==> src/rtl/dmac_pkg.sv <==
package dmac_pkg;
    typedef enum logic [3:0] {
        OP_CLR       = 4'd0,
        OP_SQD       = 4'd1,
        OP_SQD_ACC   = 4'd2,
        OP_MAC       = 4'd3,
        OP_SQR_ACC   = 4'd4,
        OP_MPY       = 4'd5,
        OP_SQR       = 4'd6,
        OP_NMPY      = 4'd7,
        OP_MSUB      = 4'd8,
        OP_HOLD      = 4'd9,
        OP_ADD_OTHER = 4'd10,
        OP_SUB_OTHER = 4'd11,
        OP_NEGATE    = 4'd12
    } op_e;

    typedef enum logic [1:0] {
        SRC_XY = 2'd0,
        SRC_XX = 2'd1,
        SRC_DD = 2'd2
    } msrc_e;
endpackage

==> src/rtl/dmac_mul.sv <==
module dmac_mul #(
    parameter int DW = 16,
    localparam int PW = DW + 1,
    localparam int PRODW = 2 * PW + 1
) (
    input  logic [DW-1:0]           x_in,
    input  logic [DW-1:0]           y_in,
    input  logic                    signed_mode,
    input  logic                    frac_mode,
    input  dmac_pkg::msrc_e         src,
    output logic signed [PRODW-1:0] prod
);
    logic signed [PW-1:0]     xe, ye, dif, ma, mb;
    logic signed [2*PW-1:0]   raw;

    always_comb begin
        xe  = signed_mode ? {x_in[DW-1], x_in} : {1'b0, x_in};
        ye  = signed_mode ? {y_in[DW-1], y_in} : {1'b0, y_in};
        dif = $signed({x_in[DW-1], x_in}) - $signed({y_in[DW-1], y_in});
        case (src)
            dmac_pkg::SRC_XX: begin ma = xe;  mb = xe;  end
            dmac_pkg::SRC_DD: begin ma = dif; mb = dif; end
            default:          begin ma = xe;  mb = ye;  end
        endcase
        raw  = ma * mb;
        prod = frac_mode ? {raw, 1'b0} : {raw[2*PW-1], raw};
    end
endmodule

==> src/rtl/dmac_sat.sv <==
module dmac_sat #(
    parameter int AW = 40,
    parameter int NB = 32
) (
    input  logic signed [AW:0] sum,
    input  logic               sat_en,
    input  logic               wide,
    output logic [AW-1:0]      res,
    output logic               ovf_n,
    output logic               ovf_w
);
    always_comb begin
        ovf_w = sum[AW] ^ sum[AW-1];
        ovf_n = !((&sum[AW:NB-1]) || !(|sum[AW:NB-1]));
        if (sat_en && wide && ovf_w)
            res = sum[AW] ? {1'b1, {(AW-1){1'b0}}} : {1'b0, {(AW-1){1'b1}}};
        else if (sat_en && !wide && ovf_n)
            res = sum[AW] ? {{(AW-NB+1){1'b1}}, {(NB-1){1'b0}}}
                          : {{(AW-NB+1){1'b0}}, {(NB-1){1'b1}}};
        else
            res = sum[AW-1:0];
    end
endmodule

==> src/rtl/dmac_round.sv <==
module dmac_round #(
    parameter int AW = 40,
    parameter int DW = 16,
    localparam int NB = 2 * DW
) (
    input  logic [AW-1:0] acc,
    input  logic          convergent,
    input  logic          sat_en,
    output logic [DW-1:0] word
);
    logic          tie, bump, hi_bad;
    logic [AW:0]   r;

    always_comb begin
        tie    = (acc[DW-1:0] == {1'b1, {(DW-1){1'b0}}});
        bump   = !(convergent && tie && !acc[DW]);
        r      = {acc[AW-1], acc} + (bump ? (AW+1)'(1 << (DW-1)) : '0);
        hi_bad = !((&r[AW:NB-1]) || !(|r[AW:NB-1]));
        if (sat_en && hi_bad)
            word = r[AW] ? {1'b1, {(DW-1){1'b0}}} : {1'b0, {(DW-1){1'b1}}};
        else
            word = r[NB-1:DW];
    end
endmodule

==> src/rtl/dmac_engine.sv <==
module dmac_engine #(
    parameter int DW = 16,
    parameter int AW = 40
) (
    input  logic          clk,
    input  logic          rst_n,
    input  logic          op_valid,
    input  logic [3:0]    op_code,
    input  logic          acc_sel,
    input  logic [DW-1:0] x_in,
    input  logic [DW-1:0] y_in,
    input  logic          frac_mode,
    input  logic          signed_mode,
    input  logic          round_convergent,
    input  logic          sat_a_en,
    input  logic          sat_b_en,
    input  logic          sat_wide,
    input  logic          store_sat_en,
    input  logic          store_sel,
    output logic [AW-1:0] acc_a,
    output logic [AW-1:0] acc_b,
    output logic [1:0]    ovf_narrow,
    output logic [1:0]    ovf_wide,
    output logic [DW-1:0] store_word
);
    import dmac_pkg::*;

    localparam int PRODW = 2 * (DW + 1) + 1;
    localparam int SW    = AW + 1;
    localparam int NB    = 2 * DW;

    typedef struct packed {
        logic [1:0][AW-1:0] acc;
        logic [1:0]         ovf_n;
        logic [1:0]         ovf_w;
    } state_t;

    state_t st_d, st_q;

    msrc_e                  msrc;
    logic signed [PRODW-1:0] prod;
    logic signed [SW-1:0]   tgt_x, oth_x, prod_x, base, addend, sum_d;
    logic                   sub_d, wr_d, sat_sel;
    logic [AW-1:0]          sat_res;
    logic                   sat_ovf_n, sat_ovf_w;
    logic [1:0][DW-1:0]     rnd_word;

    always_comb begin
        case (op_e'(op_code))
            OP_SQD, OP_SQD_ACC: msrc = SRC_DD;
            OP_SQR, OP_SQR_ACC: msrc = SRC_XX;
            default:            msrc = SRC_XY;
        endcase
    end

    dmac_mul #(.DW(DW)) u_mul (
        .x_in(x_in), .y_in(y_in), .signed_mode(signed_mode),
        .frac_mode(frac_mode), .src(msrc), .prod(prod)
    );

    always_comb begin
        tgt_x  = {st_q.acc[acc_sel][AW-1], st_q.acc[acc_sel]};
        oth_x  = {st_q.acc[~acc_sel][AW-1], st_q.acc[~acc_sel]};
        prod_x = {{(SW-PRODW){prod[PRODW-1]}}, prod};
        base   = '0;
        addend = '0;
        sub_d  = 1'b0;
        wr_d   = 1'b1;
        case (op_e'(op_code))
            OP_CLR:       ;
            OP_SQD:       addend = prod_x;
            OP_SQD_ACC:   begin base = tgt_x; addend = prod_x; end
            OP_MAC:       begin base = tgt_x; addend = prod_x; end
            OP_SQR_ACC:   begin base = tgt_x; addend = prod_x; end
            OP_MPY:       addend = prod_x;
            OP_SQR:       addend = prod_x;
            OP_NMPY:      begin addend = prod_x; sub_d = 1'b1; end
            OP_MSUB:      begin base = tgt_x; addend = prod_x; sub_d = 1'b1; end
            OP_ADD_OTHER: begin base = tgt_x; addend = oth_x; end
            OP_SUB_OTHER: begin base = tgt_x; addend = oth_x; sub_d = 1'b1; end
            OP_NEGATE:    begin addend = tgt_x; sub_d = 1'b1; end
            default:      wr_d = 1'b0;
        endcase
        sum_d   = sub_d ? (base - addend) : (base + addend);
        sat_sel = acc_sel ? sat_b_en : sat_a_en;
    end

    dmac_sat #(.AW(AW), .NB(NB)) u_sat (
        .sum(sum_d), .sat_en(sat_sel), .wide(sat_wide),
        .res(sat_res), .ovf_n(sat_ovf_n), .ovf_w(sat_ovf_w)
    );

    always_comb begin
        st_d = st_q;
        if (op_valid && wr_d) begin
            st_d.acc[acc_sel]   = sat_res;
            st_d.ovf_n[acc_sel] = sat_ovf_n;
            st_d.ovf_w[acc_sel] = sat_ovf_w;
        end
    end

    always_ff @(posedge clk or negedge rst_n) begin
        if (!rst_n) st_q <= '0;
        else        st_q <= st_d;
    end

    for (genvar g = 0; g < 2; g++) begin : g_rnd
        dmac_round #(.AW(AW), .DW(DW)) u_rnd (
            .acc(st_q.acc[g]), .convergent(round_convergent),
            .sat_en(store_sat_en), .word(rnd_word[g])
        );
    end

    assign acc_a      = st_q.acc[0];
    assign acc_b      = st_q.acc[1];
    assign ovf_narrow = st_q.ovf_n;
    assign ovf_wide   = st_q.ovf_w;
    assign store_word = rnd_word[store_sel];
endmodule

==> config.mk <==
export PLATFORM = sky130hd
export DESIGN_NAME = dmac_engine
export DESIGN_NICKNAME = d
export VERILOG_FILES = /design/src/rtl/dmac_pkg.sv /design/src/rtl/dmac_mul.sv /design/src/rtl/dmac_sat.sv /design/src/rtl/dmac_round.sv /design/src/rtl/dmac_engine.sv
export SDC_FILE = /design/constraint.sdc
export NUM_CORES = 1
export LEC_CHECK = 0
export CORE_AREA = 3 3 199 201
export CTS_CLUSTER_SIZE = 12
export DETAILED_ROUTE_END_ITERATION = 10
export DIE_AREA = 0 0 202 204
export DONT_BUFFER_PORTS = 1
export GPL_TIMING_DRIVEN = 0
export PLACE_DENSITY = 0.81
export SYNTH_ARGS = -nofsm -noshare
export SYNTH_HDL_FRONTEND = slang
export SYNTH_HIERARCHICAL = 1
export SYNTH_SLANG_ARGS = --single-unit
export TNS_END_PERCENT = 50
==> constraint.sdc <==
create_clock -name clk -period 6.71 [get_ports clk]
set_clock_uncertainty 0.05 [all_clocks]
set_input_delay 1.6775 -clock clk [delete_from_list [all_inputs] [get_ports clk]]
set_output_delay 1.6775 -clock clk [all_outputs]
set_load 0.02 [all_outputs]
==> impl_results.md <==
* Die ar. at 0.0412 sq mm
* CTS tree: done
* Crit Path Max Fanout at 10
* Relative slew margins at 36.3%
* Number of port buffers at 0
* Max Transition Viols Final at 0
* Worst Hold Class: reg -> reg
* Worst skew pair latency at 0.35 ns
* RSZ-0062 raised after global routing: true
* DRT Pass-1 Iters at 6
* Post-synthesis cell type count at 100
* Overall Global Routing Usage at 38.2%
* Worst stage delay on the critical path at 0.57 ns
* Fin crit share at 205%
* Die Wd at 202 um
* Yosys reg bits at 84
* Critical path endpoint category: register
* # setup viols final at 84
* Outcome: finished, violations left
* Clk slew on worst S/H paths at 0.06 ns
* Placed Area at 0.0241 sq mm
* Yosys top cell area share at 26.0%
* IO Pins at 148
* Clock tree buffer depth at 2
* Critical path class: in -> reg
* Total CTS buffers at 9
* Crit path DAT at 13.91 ns
* WP data required at 6.89 ns
* Synth area leaders: fa_1, dfrtp_1, ha_1
* Layout cell share with drive strength beyond 1 at 20.0%
* Grt ovf at 0
* Crit-path most repeated cell: inv_1
* DRC at 0
* Synth area leader: fa_1
* Post-route cell area at 0.0258 sq mm
* Initial core utilization at 61.0%
* Min Tclk post-route at 13.73 ns
* Critical Path Start Type: primary input
* YS warnings at 6
* Top delay family on crit path: adder cells
* WL per Instance at 24.2 um
* Achievable clock frequency at 0.0729 GHz
* DRT iter0 DRCs at 1,730
* Post-route setup slack at -7.02 ns
* Root Driver: clkbuf_16
* Initial antenna violation count at 1
* Synthesized area at 0.0230 sq mm
* Multi-input logic area at 0.0200 sq mm
* Failing checks: setup timing
* Hold-fix buffers, CTS at 0
* Routed vias/inst at 6.48
* Routability congestion estimate from global placement at 0.988
* Clock Sinks at 84
* Register area share after synthesis at 9.13%
* Routed Wire Length at 78.7 mm
* Core Area at 0.0378 sq mm
* Syn avg cell area at 8.66 sq um
* Syn Nets at 3,149
* Largest net degree at the start of global routing at 85
* Antenna Nets Post-Route at 0
* Htree depth at 3
* Layout area overhead at 12.2%
* Row cnt at 71
* Finished Layout Cells at 3,256
* First-pass GRT wire length at 124 mm
* Bufs and invs on worst path at 9
* Commonest non-fill, non-tap cell in the layout: inv_1
* Cell Count Post-Placement at 3,168
* Sequential Area at 0.00210 sq mm
* Post-DP HPWL at 63.2 mm
* Measured slew at the worst slew-check pin at 0.955 ns
* Fin Hold WS at 0.626 ns
* Post-synth EDFFs at 0
* Fill cells at 3,069
* Pre-CTS WS at -8.88 ns
* Async SR Flop Fraction at 100%
* Hold Vio Cnt, Final at 0
* Most frequent cells in the layout: inv_1, fa_1, nand2_1
* Die Y-Extent at 204 um
* Crit-path slowest cell: fa_2
* Mapped Cells at 2,657
* Number of global-route vias before repair at 22,100
* Nets@finish at 3,230
* Main synth FF type: dfrtp_1
* Total number of vias at 21,100
* Max-Cap Viols at 0
==> cells in the mapped netlist (21+ instances only) <==
master,instances
nand3_1,46
dfrtp_1,84
a21o_1,49
and2_1,32
ha_1,145
a21oi_1,107
nor2_1,224
o21ai_1,21
nand4_1,22
fa_1,299
xor2_1,42
mux2i_1,49
nor3_1,28
nand2_1,239
mux2_2,125
inv_1,352
o21ai_0,68
a221oi_1,73
a31o_2,35
clkbuf_1,67
o2bb2ai_1,27
and3_1,30
buf_2,23
o21a_1,49
xnor2_1,96
==> registers in the layout (all words and copies together) (netlist names) <==
signal	cells
acc_a	40
acc_b	40
ovf_narrow	2
ovf_wide	2
==> final timing paths <==
check | start | to | slack, ns | depth (start not counted)
worst max-delay path | y_in[2] | acc_a[8]$_DFFE_PN0P_ | -7.02 | 53
worst max register to register | acc_b[1]$_DFFE_PN0P_ | acc_a[8]$_DFFE_PN0P_ | -0.27 | 26
max in group asynchronous | rst_n | acc_a[11]$_DFFE_PN0P_ | 5.50 | 0
worst min register to register | ovf_wide[1]$_DFFE_PN0P_ | ovf_wide[1]$_DFFE_PN0P_ | 0.63 | 1
worst min-delay path | ovf_wide[1]$_DFFE_PN0P_ | ovf_wide[1]$_DFFE_PN0P_ | 0.63 | 1
min in group asynchronous | rst_n | acc_b[39]$_DFFE_PN0P_ | 0.97 | 0
==> kinds of logic after synthesis <==
group,after synthesis,synth area share [%]
multiplexers,175,8.30
XOR/XNOR,139,5.32
AO/OA/AOI/OAI,570,18.4
AND/OR/NAND/NOR,765,16.3
buffers and inverters,480,8.65
flip-flops,84,9.13
adder cells (fa/ha/maj),444,33.9
==> routing by layer <==
layer	vias to the layer above	wire length (um)	GRT usage (%)
met1	10400	28700	44.5
met4	0	6490	25.7
met2	1106	37600	65.6
met5	-	0	0
li1	9280	-	-
met3	343	5940	5.73
==> worst reg2reg max path, stage by stage (launching register included) <==
cell       delay [ns]
dfrtp_1          0.52
a221oi_1         0.37
o2bb2ai_1        0.20
inv_1            0.13
ha_1             0.18
inv_1            0.06
nor3_1           0.44
nand3_2          0.31
o21ai_0          0.30
xor2_1           0.11
ha_1             0.29
clkbuf_1         0.26
o21a_1           0.19
o21ai_1          0.11
a311o_1          0.34
nor4_4           0.32
nor3_4           0.11
o31a_1           0.32
o31ai_2          0.24
a21oi_2          0.10
xnor2_2          0.26
inv_2            0.08
ha_4             0.28
nand3_1          0.32
buf_1            0.37
a31o_2           0.34
mux2_2           0.27
==> area by class of cell <==
| cell class | instances | area share, % |
|---|---|---|
| Buffer | 123 | 3.31 |
| Clock inverter | 5 | 0.330 |
| Multi-Input combinational cell | 2093 | 77.4 |
| Clock buffer | 11 | 0.940 |
| Inverter | 354 | 5.20 |
| Timing Repair Buffer | 73 | 2.23 |
| Tap cell | 511 | 2.48 |
| Sequential cell | 84 | 8.14 |
| Antenna cell | 2 | 0.0194 |
==> metrics by stage <==
stage | TNS [ns] | util (%)
CTS | -574.77 | 67.3
detailed placement | -728.52 | 63.8
floorplan | -515.32 | -
global placement | -718.78 | 63.8
global route | -616.48 | 68.4
finish | -579.91 | 68.4
==> what timing repair did <==
item / 4_1_cts / 5_1_grt
buffers inserted: 57 / 17
endpoints found under the setup margin: 84 / 84
gates resized for setup: 132 / 66
pin swaps: 56 / 27
Power is not shown: default switching activity piles up to over one toggle a cycle in this logic, so the estimate is an artifact.
